<file path="src/rtl/rbr_pkg.sv">
package rbr_pkg;
    // transaction sequencer states
    typedef enum logic [1:0] {
        ST_IDLE = 2'd0,
        ST_REQ  = 2'd1,
        ST_WAIT = 2'd2,
        ST_DONE = 2'd3
    } rbr_state_e;

    // command register bit positions (host visible)
    localparam int unsigned CMD_RD_BIT  = 0;
    localparam int unsigned CMD_WR_BIT  = 1;
    localparam int unsigned CMD_ACK_BIT = 2;
    localparam int unsigned CMD_W       = 3;

    // window word indices
    localparam logic [1:0] IDX_CMD   = 2'd0;
    localparam logic [1:0] IDX_ADDR  = 2'd1;
    localparam logic [1:0] IDX_RDAT  = 2'd2;
    localparam logic [1:0] IDX_WDAT  = 2'd3;
endpackage

</file>
<file path="src/rtl/rbr_window.sv">
module rbr_window
    import rbr_pkg::*;
#(
    parameter int unsigned ADDR_W = 32,
    parameter int unsigned DATA_W = 32
) (
    input  logic              clk,
    input  logic              rst_n,
    input  logic              host_we,
    input  logic [1:0]        host_idx,
    input  logic [DATA_W-1:0] host_wdata,
    output logic [DATA_W-1:0] host_rdata,
    // to sequencer
    output logic              cmd_we,
    output logic              cmd_zero,
    output logic [1:0]        cmd_req,
    output logic [ADDR_W-1:0] win_addr,
    output logic [DATA_W-1:0] win_wdata,
    // from sequencer
    input  logic [CMD_W-1:0]  cmd_rdback,
    input  logic [DATA_W-1:0] rd_data
);
    typedef struct packed {
        logic [ADDR_W-1:0] addr;
        logic [DATA_W-1:0] wdat;
    } win_regs_t;

    win_regs_t win_d, win_q;

    always_comb begin
        win_d = win_q;
        if (host_we && host_idx == IDX_ADDR) win_d.addr = host_wdata[ADDR_W-1:0];
        if (host_we && host_idx == IDX_WDAT) win_d.wdat = host_wdata;
    end

    always_ff @(posedge clk) begin
        if (!rst_n) win_q <= '0;
        else        win_q <= win_d;
    end

    assign cmd_we    = host_we && (host_idx == IDX_CMD);
    assign cmd_zero  = (host_wdata == '0);
    assign cmd_req   = {host_wdata[CMD_WR_BIT], host_wdata[CMD_RD_BIT]};
    assign win_addr  = win_q.addr;
    assign win_wdata = win_q.wdat;

    always_comb begin
        unique case (host_idx)
            IDX_CMD:  host_rdata = DATA_W'(cmd_rdback);
            IDX_ADDR: host_rdata = DATA_W'(win_q.addr);
            IDX_RDAT: host_rdata = rd_data;
            default:  host_rdata = win_q.wdat;
        endcase
    end

    // a register write is visible on the next cycle's readback
    a_r2_addr_readback: assert property (@(posedge clk) disable iff (!rst_n)
        (host_we && host_idx == IDX_ADDR) |=> (win_addr == $past(host_wdata[ADDR_W-1:0])));
endmodule

</file>
<file path="src/rtl/rbr_seq.sv">
module rbr_seq
    import rbr_pkg::*;
#(
    parameter int unsigned ADDR_W = 32,
    parameter int unsigned DATA_W = 32
) (
    input  logic              clk,
    input  logic              rst_n,
    input  logic              cmd_we,
    input  logic              cmd_zero,
    input  logic [1:0]        cmd_req,
    input  logic [ADDR_W-1:0] win_addr,
    input  logic [DATA_W-1:0] win_wdata,
    output logic [CMD_W-1:0]  cmd_rdback,
    output logic [DATA_W-1:0] rd_data,
    output logic              be_req_valid,
    input  logic              be_req_ready,
    output logic              be_req_write,
    output logic [ADDR_W-1:0] be_req_addr,
    output logic [DATA_W-1:0] be_req_wdata,
    input  logic              be_rsp_valid,
    input  logic [DATA_W-1:0] be_rsp_rdata
);
    typedef struct packed {
        rbr_state_e        st;
        logic              rd;
        logic              wr;
        logic              ack;
        logic [ADDR_W-1:0] addr;
        logic [DATA_W-1:0] wdat;
        logic [DATA_W-1:0] rdat;
    } seq_regs_t;

    seq_regs_t s_d, s_q;

    always_comb begin
        s_d = s_q;
        unique case (s_q.st)
            ST_IDLE: begin
                if (cmd_we && cmd_req != 2'b00) begin
                    s_d.st   = ST_REQ;
                    s_d.rd   = cmd_req[0];   // read wins when both set
                    s_d.wr   = !cmd_req[0];
                    s_d.addr = win_addr;
                    s_d.wdat = win_wdata;
                end
            end
            ST_REQ: begin
                if (be_req_ready) s_d.st = ST_WAIT;
            end
            ST_WAIT: begin
                if (be_rsp_valid) begin
                    s_d.st  = ST_DONE;
                    s_d.ack = 1'b1;
                    if (s_q.rd) s_d.rdat = be_rsp_rdata;
                end
            end
            default: begin
                if (cmd_we && cmd_zero) begin
                    s_d.st  = ST_IDLE;
                    s_d.rd  = 1'b0;
                    s_d.wr  = 1'b0;
                    s_d.ack = 1'b0;
                end
            end
        endcase
    end

    always_ff @(posedge clk) begin
        if (!rst_n) s_q <= '0;
        else        s_q <= s_d;
    end

    assign cmd_rdback   = {s_q.ack, s_q.wr, s_q.rd};
    assign rd_data      = s_q.rdat;
    assign be_req_valid = (s_q.st == ST_REQ);
    assign be_req_write = s_q.wr;
    assign be_req_addr  = s_q.addr;
    assign be_req_wdata = s_q.wdat;

    // request held stable until accepted
    a_r4_hold_req: assert property (@(posedge clk) disable iff (!rst_n)
        (be_req_valid && !be_req_ready) |=>
            (be_req_valid && $stable(be_req_addr) && $stable(be_req_wdata) && $stable(be_req_write)));

    // one handshake per command
    a_r4_single_req: assert property (@(posedge clk) disable iff (!rst_n)
        (be_req_valid && be_req_ready) |=> !be_req_valid);

    // acknowledge never shown while a request is still pending
    a_r5_ack_excl: assert property (@(posedge clk) disable iff (!rst_n)
        !(be_req_valid && cmd_rdback[CMD_ACK_BIT]));

    // zero write after acknowledge clears the command register
    a_r6_clear: assert property (@(posedge clk) disable iff (!rst_n)
        (cmd_we && cmd_zero && cmd_rdback[CMD_ACK_BIT]) |=> (cmd_rdback == '0));

    // acknowledge and request bits persist until a zero write
    a_r9_ack_hold: assert property (@(posedge clk) disable iff (!rst_n)
        (cmd_rdback[CMD_ACK_BIT] && !(cmd_we && cmd_zero)) |=> $stable(cmd_rdback));

    // exactly one direction bit while busy or done
    a_r8_one_dir: assert property (@(posedge clk) disable iff (!rst_n)
        $countones(cmd_rdback[1:0]) <= 1);
endmodule

</file>
<file path="src/rtl/rbr_bridge.sv">
module rbr_bridge
    import rbr_pkg::*;
#(
    parameter int unsigned ADDR_W = 32,
    parameter int unsigned DATA_W = 32
) (
    input  logic              clk,
    input  logic              rst_n,
    input  logic              host_we,
    input  logic [1:0]        host_idx,
    input  logic [DATA_W-1:0] host_wdata,
    output logic [DATA_W-1:0] host_rdata,
    output logic              be_req_valid,
    input  logic              be_req_ready,
    output logic              be_req_write,
    output logic [ADDR_W-1:0] be_req_addr,
    output logic [DATA_W-1:0] be_req_wdata,
    input  logic              be_rsp_valid,
    input  logic [DATA_W-1:0] be_rsp_rdata
);
    logic              cmd_we;
    logic              cmd_zero;
    logic [1:0]        cmd_req;
    logic [ADDR_W-1:0] win_addr;
    logic [DATA_W-1:0] win_wdata;
    logic [CMD_W-1:0]  cmd_rdback;
    logic [DATA_W-1:0] rd_data;

    rbr_window #(.ADDR_W(ADDR_W), .DATA_W(DATA_W)) u_window (
        .clk        (clk),
        .rst_n      (rst_n),
        .host_we    (host_we),
        .host_idx   (host_idx),
        .host_wdata (host_wdata),
        .host_rdata (host_rdata),
        .cmd_we     (cmd_we),
        .cmd_zero   (cmd_zero),
        .cmd_req    (cmd_req),
        .win_addr   (win_addr),
        .win_wdata  (win_wdata),
        .cmd_rdback (cmd_rdback),
        .rd_data    (rd_data)
    );

    rbr_seq #(.ADDR_W(ADDR_W), .DATA_W(DATA_W)) u_seq (
        .clk          (clk),
        .rst_n        (rst_n),
        .cmd_we       (cmd_we),
        .cmd_zero     (cmd_zero),
        .cmd_req      (cmd_req),
        .win_addr     (win_addr),
        .win_wdata    (win_wdata),
        .cmd_rdback   (cmd_rdback),
        .rd_data      (rd_data),
        .be_req_valid (be_req_valid),
        .be_req_ready (be_req_ready),
        .be_req_write (be_req_write),
        .be_req_addr  (be_req_addr),
        .be_req_wdata (be_req_wdata),
        .be_rsp_valid (be_rsp_valid),
        .be_rsp_rdata (be_rsp_rdata)
    );

    // request contents frozen while it is pending
    a_r7_frozen: assert property (@(posedge clk) disable iff (!rst_n)
        (be_req_valid && !be_req_ready && host_we) |=> $stable(be_req_addr) && $stable(be_req_wdata));
endmodule

</file>
<file path="config.mk">
export PLATFORM = sky130hd
export DESIGN_NAME = rbr_bridge
export DESIGN_NICKNAME = d
export VERILOG_FILES = /design/src/rtl/rbr_pkg.sv /design/src/rtl/rbr_window.sv /design/src/rtl/rbr_seq.sv /design/src/rtl/rbr_bridge.sv
export SDC_FILE = /design/constraint.sdc
export NUM_CORES = 1
export LEC_CHECK = 0
export BUFFER_PORTS_ARGS = -buffer_cell sky130_fd_sc_hd__buf_2
export CORE_MARGIN = 4
export CORE_UTILIZATION = 35
export CTS_CLUSTER_SIZE = 16
export DETAILED_ROUTE_END_ITERATION = 8
export PLACE_DENSITY = 0.56
export SKIP_LAST_GASP = 1
export SLEW_MARGIN = 5
export SYNTH_ARGS = -nofsm -noshare
export SYNTH_HDL_FRONTEND = slang
export SYNTH_SLANG_ARGS = --single-unit
</file>
<file path="constraint.sdc">
create_clock -name clk -period 2.2 [get_ports clk]
set_input_delay 0.44 -clock clk [delete_from_list [all_inputs] [get_ports clk]]
set_output_delay 0.44 -clock clk [all_outputs]
set_load 0.05 [all_outputs]
</file>
After elaboration in Yosys (flattened, before gate mapping)
Index checks and enable logic that the tools add are counted.
- flip-flop bits (word level): 165
- input bits: 71
- output and inout bits: 98
- logic and storage cells: 48
- eq/ne operators: 8
- muxes and demuxes: 9
- bitwise logic cells: 2
- reductions and logical operators: 20
- operators by type and width (kind ; count):
    $pmux 32 s3 ; 1
    $logic_not 32->1 ; 1
    $reduce_and 3->1 ; 3
    $eq 2x2->1 const B ; 3
    $pmux 2 s3 ; 1
    $reduce_bool 2->1 ; 3
    $logic_and 1x1->1 ; 5
    $mux 5 ; 1
    $eq 2x1->1 const B ; 2
    $logic_not 2->1 ; 2
    $mux 2 ; 2
    $mux 4 ; 1
    $ne 2x1->1 const B ; 2
    $pmux 2 s2 ; 1
    $reduce_and 4->1 ; 1
    $reduce_bool 4->1 ; 1
    $reduce_or 2->1 ; 2
    $ne 2x2->1 const B ; 1
    $not 1->1 ; 2
    $pmux 1 s2 ; 1
    $reduce_and 2->1 ; 1
    $logic_not 1->1 ; 1
    $mux 1 ; 1

Depth between registers and ports, before layout
Gate-level depths: netlist of the first run.
- word-level depth: 5
- depth in mapped cells: 7
- gate-level depth less buffers: 6

By module
A second synthesis of the first run with hierarchy kept.
- cells, all modules: 927
- area, all modules: 7932.6 um^2
- modules (own cells, without submodules) (module ; times used ; cells each ; area an instance (um^2) ; seq. area each (um^2)):
    rbr_seq ; 1 ; 559 ; 4624.4 ; 2021.9
    rbr_window ; 1 ; 368 ; 3308.2 ; 1281.2

Least setup slack after synthesis of the first run
Ideal clock, no wire load.
- path type: input port to output port
- start point: input port host_idx[0]
- end point: output port host_rdata[10]
- arrival: 2030 ps
- data required time: 1760 ps
- setup slack: -270 ps
- cell stages on the path: 5
- path buffers: 3
- path through: clkbuf_1 -> nor2b_1 -> clkbuf_1 -> clkbuf_1 -> a22o_1
- cells in the longest elaborated chain, start to end: 2
- elaborated cells on any way between the ends: 4
- classes of those cells: eq/ne (2); mux (1); reduce/logical (1)
- ends and longest elaborated chain (item ; RTL line ; RTL):
    start, declared ; rbr_bridge.sv:10 ; input logic [1:0] host_idx,
    $eq 2x2->1 (tied with other cells) ; rbr_window.sv:48 ; unique case (host_idx)
    $pmux 32 s3 (*) ; rbr_window.sv:48 ;
    end, declared ; rbr_bridge.sv:12 ; output logic [DATA_W-1:0] host_rdata,
Every way passes the cells marked *; elsewhere a longest branch is shown, timed or not.

Worst setup path after layout of the first run
- start point: input port host_idx[0]
- end point: output port host_rdata[22]
Same word-level chain as after synthesis.

==> flow_summary.toml, run 1 <==
[critical_path]
crit_type = "in2out"
reg2reg_depth = 6
critPathMaxFanout = 15
worstSetupStartpointType = "input port"
cp.arrival_ns = 1.65
cp.required_ns = 1.76
crit_path_end_kind = "primary output"

[grt]
grt_util_met2 = 0.284
grt_pass1_vias = 6076
gr-usage-met3 = 0.0422
busiest_layer = "met2"
grt_usage = 0.182
grt_use_met1 = 0.251
grt_max_degree = 71
grt_first_pass_wirelength_mm = 34.1
grt_overflow = 0
grt_antenna_before_repair = 2

[detailed_routing]
drt_iter0_drc = 301
drtPass1Iterations = 6
postRouteAntennaNets = 0
via_count = 6146
wl_per_cell_microns = 17.2
post_drt_via_cell_ratio = 4.86
totalWireLength_mm = 21.8
drc_errors = 0

[cts]
cts_resized = 0
clock_latency_ns = 0.43
clockBufferDepth = 2
clock-root-buffer = "clkbuf_16"
cts_made_buffers = 17
cts_hold_buf = 0
post_cts_buffers = 0
cts.sink_count = 165
htreeDepth = 4
cts_tree = "yes"
clk_pin_slew_ns = 0.07

[power_and_ir_drop]
p_leak_uw = 0.00356
vdd_ir_drop_max_v = 0.000459
powerDensity_nw_per_um2 = 766

[synth]
syn-cell-area_sq_um = 7420
synth_cell_types = 32
syn_avg_cell_area_sq_um = 8.38
ys_seq_area_frac = 0.445
synthCells = 885
synth_nets = 960
synth_warnings = 0
synth_seq_cells = 165

[run_status]
status = "finished clean"

[timing]
fin_tns_setup_ns = 0
drv_slew = 0
finalClockSkew_ns = 0.0122
tightestPinTransition_ns = 0.488
setup_viol = 0
rsz0062_at_grt = "no"
min_period_over_period = 0.950
finalCriticalPeriod_ns = 2.09
timing.fmax_ghz = 0.479
slew_headroom = 0.670
finalHoldViolCount = 0

[floorplan]
die_y_microns = 154
row_count = 52
die_x_microns = 154
start_util = 0.361
core_sq_um = 20600
die_area_sq_um = 23600
ioPinCount = 169

[placement]
hpwl_mm = 15.3
gp_congestion = 0.821
dp_cells = 1230
numPortBuffers = 168

[final_layout]
final_nets = 1054
instances_no_fill = 1264
fillers = 2215
area_growth_pct = 18.9
multi_input_area_sq_um = 3420
register_area_sq_um = 3300
drive_above_1_share = 0.287

[hold_path]
hold_depth = 3
min_path_type = "in2reg"

[run]
maxCapViolCount = 0
flip-flops by register name, summed over array words and instances, names as in the netlist:
| name | cells |
|---|---|
| u_seq.be_req_addr | 32 |
| u_window.win_addr | 32 |
| u_seq.be_req_write | 1 |
| u_seq.be_req_wdata | 32 |
| u_window.win_wdata | 32 |
| u_seq.s_q | 2 |
| u_seq.rd_data | 32 |
| u_seq.cmd_rdback | 2 |
cells in the final DEF, fill, tap and decap left out, types with 2 or more instances in the layout:
master       n
a22o_1      19
buf_4       29
a21boi_0    89
nand3_2      3
buf_12       7
clkbuf_8     2
a21boi_1    72
nor2_1       3
o21ai_0      2
or4_1        2
mux2_2      29
clkinv_4     3
nor4_1       6
inv_6        5
ha_1         4
dfxtp_1    165
nor3_1       2
clkbuf_16   17
a22o_2       9
diode_2      2
buf_2      167
nor3b_1      2
and3_2       2
a21oi_1      2
clkinv_2     4
nand2_1    325
mux4_2       3
inv_1        4
a32o_1       2
path summary, 6_finish.rpt:
check	start	endpoint	slack [ns]
min reg2reg	u_seq.be_req_wdata[17]	u_seq.be_req_wdata[17]	0.45
max	host_idx[0]	host_rdata[22]	0.11
min	be_rsp_rdata[12]	u_seq.rd_data[12]	0.25
max reg2reg	u_seq.s_q[99]	u_seq.s_q[99]	0.50
per-stage QoR:
step / power, uW / util / hold WS [ns] / area [sq um] / setup slack (ns)
2_1_floorplan: 3710 / - / 0.435 / 7440 / 0.000257
3_3_place_gp: 4030 / 0.402 / 0.440 / 8270 / -0.152
3_5_place_dp: 4030 / 0.402 / 0.442 / 8270 / -0.174
4_1_cts: 6840 / 0.429 / 0.233 / 8820 / 0.112
5_1_grt: 7050 / 0.429 / 0.243 / 8820 / 0.0690
6_report: 6760 / 0.429 / 0.253 / 8820 / 0.110
synthesized netlist by cell type, drive strengths merged:
master	number	area [sq um]
inv	4	15.0
nor4	6	37.5
o21ai	2	10.0
buf	72	518
and2	1	6.26
nand4	1	6.26
a32o	2	20.0
ha	4	50.1
or2	1	6.26
nor2	3	11.3
and3	3	18.8
o41ai	1	8.76
nand2	325	1220
o2bb2ai	1	8.76
a221oi	1	15.0
dfxtp	165	3300
nand3	4	20.0
a21oi	2	10.0
nor3b	2	15.0
a22o	29	254
mux2	29	327
a21boi	161	1210
clkbuf	56	210
mux2i	1	10.0
nor2b	1	6.26
nor3	3	20.0
mux4	3	67.6
or4	2	15.0
layout make-up:
class	count	share of cell area
Tap cell	270	0.0383
Inverter	4	0.00170
Clock inverter	13	0.0111
Antenna cell	2	0.000567
Sequential cell	165	0.374
Multi-Input combinational cell	588	0.387
Timing Repair Buffer	203	0.135
Clock buffer	19	0.0513
kinds of logic (layout without fill, tap and decap cells):
family | after synthesis | after routing | synth area share
buf+inv | 132 | 239 | 0.100
fa+ha+maj | 4 | 4 | 0.00675
other cells | 0 | 2 | 0
mux | 33 | 33 | 0.0545
flops | 165 | 165 | 0.445
simple gates | 352 | 352 | 0.186
compound gates | 199 | 199 | 0.207
critical path: stages:
cell	delay, ns
buf_2	0.22
buf_12	0.20
mux2_2	0.34
a22o_2	0.22
buf_2	0.21
routing by layer:
metal	share of wire	vias up	wire length, microns
met5	0.00097	-	21
met4	0.015	4	321
met3	0.049	21	1060
met2	0.45	156	9860
met1	0.48	2897	10500
li1	-	3068	-
power breakdown:
part	internal [uW]	total [uW]	switching, uW
logic	305	851	546
registers	3050	3100	53.4
clock network	1520	2810	1290
Power figures use the tool's default switching activity.
==> run 2: changes to the inputs <==
==> constraint.sdc (replaced) <==
create_clock -name clk -period 2.2 [get_ports clk]
set_input_delay 0.44 -clock clk [delete_from_list [all_inputs] [get_ports clk]]
set_output_delay 0.44 -clock clk [all_outputs]
set_load 0.005 [all_outputs]
==> run 2 against run 1 <==
Against the previous run:
- power increased by 5.9%
- hold slack improved by 0.0042 ns
- final cell count shrank 0.32%
- clock power up 19%
- die area unchanged
- via count decreased by 0.91%
- critical path type unchanged
- largest cell class unchanged
- largest power group is now the clock network
==> flow_summary.toml, run 2 (synthesis gave the netlist of run 1 again) <==
[cts]
cts_made_buffers = 17
clockBufferDepth = 2
clock_latency_ns = 0.43
cts_hold_buf = 0
clock-root-buffer = "clkbuf_16"
cts_resized = 0
clk_pin_slew_ns = 0.07
cts_tree = "yes"
post_cts_buffers = 0
cts.sink_count = 165
htreeDepth = 4

[power_and_ir_drop]
p_leak_uw = 0.00358
p_sw_frac = 0.242
switching_power_uw = 1730
p_clk_frac = 0.464
p_comb_frac = 0.102
seqPwrFrac = 0.433
p_int_uw = 5430
powerDensity_nw_per_um2 = 806
vdd_ir_drop_max_v = 0.000525
power_uw = 7160

[floorplan]
row_count = 52
start_util = 0.361
die_area_sq_um = 23600
die_y_microns = 154
ioPinCount = 169
die_x_microns = 154
core_sq_um = 20600

[detailed_routing]
drc_errors = 0
totalWireLength_mm = 21.9
via_count = 6090
wl_per_cell_microns = 17.3
drtPass1Iterations = 4
post_drt_via_cell_ratio = 4.83
drt_iter0_drc = 308
postRouteAntennaNets = 0

[critical_path]
crit_path_end_kind = "primary output"
critPathMaxFanout = 13
worstSetupStartpointType = "input port"
crit_type = "in2out"
cp.arrival_ns = 1.56
cp.required_ns = 1.76

[timing]
drv_slew = 0
timing.final.ws_setup_ns = 0.202
fin_tns_setup_ns = 0
rsz0062_at_grt = "no"
setup_viol = 0
finalCriticalPeriod_ns = 2.00
min_period_over_period = 0.908
timing.fmax_ghz = 0.501
finalHoldViolCount = 0
finalClockSkew_ns = 0.0121
slew_headroom = 0.678
tightestPinTransition_ns = 0.477

[run_status]
status = "finished clean"

[final_layout]
area_growth_pct = 19.8
instances_no_fill = 1260
fillers = 2134
register_area_sq_um = 3300
fin_area_sq_um = 8880
layout_commonest_cell = "nand2_1"
drive_above_1_share = 0.273
final_cell_mix = "nand2_1, buf_2, dfxtp_1"
final_nets = 1051
multi_input_area_sq_um = 3400

[grt]
grt_antenna_before_repair = 1
grt_overflow = 0
grt_first_pass_wirelength_mm = 34.5
grt_usage = 0.184
grt_max_degree = 80
grt_pass1_vias = 6075

[placement]
post-place-ws_ns = -0.177
dp_cells = 1227
numPortBuffers = 168
hpwl_mm = 14.9
post_dp_cell_area_sq_um = 8220
gp_congestion = 0.785

[run]
maxCapViolCount = 0

[hold_path]
min_path_type = "in2reg"
## run 2: per-stage QoR
stage | utilization | hold WS, ns
after floorplan | - | 0.435
after global placement | 0.400 | 0.440
after detailed placement | 0.400 | 0.442
after CTS | 0.432 | 0.247
after global routing | 0.432 | 0.253
final | 0.432 | 0.257
## run 2: worst paths after layout
path                                      startpoint              endpoint  slack (ns)  cells past startpoint
worst max-delay path                     host_idx[0]         host_rdata[3]        0.20                      5
worst min-delay path                 be_rsp_rdata[9]      u_seq.rd_data[9]        0.26                      3
worst min register to register  u_seq.be_req_addr[2]  u_seq.be_req_addr[2]        0.45                      2
worst max register to register         u_seq.s_q[99]         u_seq.s_q[99]        0.50                      6
## run 2: layer usage
metal,part of all wire,global-route usage,vias to the layer above
met2,0.48,0.302,153
met4,0.0088,0.0374,2
li1,-,-,3050
met1,0.46,0.250,2874
met3,0.052,0.0422,11
met5,0.00092,0,-
## run 2: power by group through the flow
stage               Sequential, uW  Combinational, uW  Clock [uW]
global placement              3170                735           0
detailed placement            3170                740           0
floorplan                     3160                434           0
global route                  3110                808        3530
finish                        3100                733        3330
CTS                           3100                742        3400
## run 2: cell type report
class,instances,share of cell area
diodes,1,0.000282
clock buffers,20,0.0514
clock inverters,12,0.0227
inverters,4,0.00169
multi-input cells,588,0.382
flip-flops and latches,165,0.372
well taps,270,0.0380
repair buffers,200,0.132
## run 2: worst max-delay path, cell delays in order
cell and delay [ns]:
buf_2 0.21, buf_12 0.19, mux2_2 0.37, a22o_1 0.20
buf_2 0.13
==> run 3: changes to the inputs <==
- CORE_MARGIN: 4 -> 2
- PLACE_DENSITY: 0.56 -> 0.54
- clock period: 2.2 -> 2.5 ns (I/O delays scaled with it)
==> run 3 against run 2 <==
Against the previous run:
- setup slack gained 0.21 ns
- die area down 5.1%
- clock power shrank 17%
- critical endpoint is now host_rdata[0]
- wire length rose by 0.95%
- combinational power fell by 14%
- sequential power decreased by 12%
- largest cell class unchanged
- cell area decreased by 1.2%
==> flow_summary.toml, run 3 (synthesis gave the netlist of run 1 again) <==
[critical_path]
crit_path_cell_trace = "buf_2, buf_4, mux4_2, buf_2"
critical_path.max_stage_delay_ns = 0.33
cp.required_ns = 2.00
slowest_stage = "mux4_2"
rrSetupSlack_ns = 0.73
rr_endpoint = "u_seq.rd_data[18]"
critPathMaxFanout = 13
crit_path_end_kind = "primary output"
worstSetupStartpointType = "input port"
crit_top_cell = "buf_2"
crit_type = "in2out"
timing.rr.start = "u_seq.s_q[99]"
reg2reg_depth = 6
cp.arrival_ns = 1.59

[placement]
hpwl_mm = 15.1
gp_congestion = 0.785
numPortBuffers = 168

[floorplan]
die_y_microns = 150
die_x_microns = 150
die_area_sq_um = 22400
start_util = 0.355
ioPinCount = 169
row_count = 53
core_sq_um = 20900

[final_layout]
final_cell_mix = "nand2_1, buf_2, dfxtp_1"
final_nets = 1047
area_growth_pct = 18.3
register_area_sq_um = 3300
fillers = 2205
drive_above_1_share = 0.269
multi_input_area_sq_um = 3400
layout_commonest_cell = "nand2_1"

[cts]
htreeDepth = 4
clock_latency_ns = 0.43
clk_pin_slew_ns = 0.06
cts_hold_buf = 0
cts_resized = 0
clock-root-buffer = "clkbuf_16"
clockBufferDepth = 2
cts_made_buffers = 17
post_cts_buffers = 0
cts.sink_count = 165
cts_tree = "yes"

[timing]
finalClockSkew_ns = 0.00990
min_period_over_period = 0.836
fin_tns_setup_ns = 0
tightestPinTransition_ns = 0.551
finalHoldViolCount = 0
timing.fmax_ghz = 0.478
setup_viol = 0
slew_headroom = 0.632
rsz0062_at_grt = "no"
finalCriticalPeriod_ns = 2.09
drv_slew = 0

[detailed_routing]
totalWireLength_mm = 22.1
via_count = 6092
wl_per_cell_microns = 17.5
drt_iter0_drc = 304
drtPass1Iterations = 4
drc_errors = 0
postRouteAntennaNets = 0
post_drt_via_cell_ratio = 4.83

[power_and_ir_drop]
power_uw = 6130
powerDensity_nw_per_um2 = 698
p_leak_uw = 0.00352
vdd_ir_drop_max_v = 0.000448

[hold_path]
min_path_type = "in2reg"
hp-start = "host_wdata[0]"
hold_depth = 2
min_to = "u_seq.be_req_write"

[run_status]
status = "finished clean"

[grt]
grt_overflow = 0
grt_first_pass_wirelength_mm = 34.1
grt_usage = 0.201
grt_antenna_before_repair = 2
grt_max_degree = 65
grt_pass1_vias = 6051

[run]
maxCapViolCount = 0
run 3: cell count changes in the layout (fill, tap and decap cells not counted):
cell / before / now
clkbuf_1: 1 / 2
clkinv_4: 3 / 4
clkinv_2: 2 / 0
clkbuf_8: 2 / 3
bufinv_16: 5 / 3
buf_12: 7 / 3
clkinvlp_4: 2 / 3
run 3: cell type report:
type	count	share of cell area
diodes	1	0.000285
clock buffers	22	0.0541
clock inverters	10	0.0168
inverters	4	0.00171
multi-input cells	588	0.387
flip-flops and latches	165	0.376
well taps	275	0.0392
repair buffers	196	0.124
run 3: layer usage:
metal	track usage	vias up	share of wire
met5	0	-	0.00050
met1	0.262	2866	0.46
met3	0.0457	21	0.060
met4	0.0562	2	0.013
met2	0.332	159	0.46
li1	-	3044	-
run 3: worst max path at each step:
stage / startpoint / end / slack (ns) / cells past startpoint
2_1_floorplan: host_idx[0] / host_rdata[10] / 0.21 / 5
3_3_place_gp: host_wdata[23] / u_seq.s_q[99] / 0.08 / 6
3_5_place_dp: host_wdata[23] / u_seq.s_q[99] / 0.12 / 6
4_1_cts: host_idx[1] / host_rdata[0] / 0.40 / 4
5_1_grt: host_idx[0] / host_rdata[27] / 0.36 / 6
6_report: host_idx[1] / host_rdata[0] / 0.41 / 4
run 3: power breakdown:
group | internal, uW | switching, uW
combinational | 251 | 378
sequential | 2690 | 48.6
clock | 1660 | 1100
run 3: critical path: cells and delay by family:
| kind | cells | cell delay (ns) |
|---|---|---|
| mux | 1 | 0.33 |
| buf+inv | 3 | 0.75 |
run 3: through the flow:
stage                     std cells  cell area, sq um  utilization  setup slack, ns  hold slack [ns]
after floorplan                 885              7420            -            0.206            0.435
after CTS                      1260              8770        0.420            0.397            0.288
final                          1261              8770        0.420            0.410            0.315
after detailed placement       1228              8150        0.390            0.119            0.442
after global routing           1260              8770        0.420            0.359            0.298
after global placement         1228              8150        0.390           0.0766            0.440
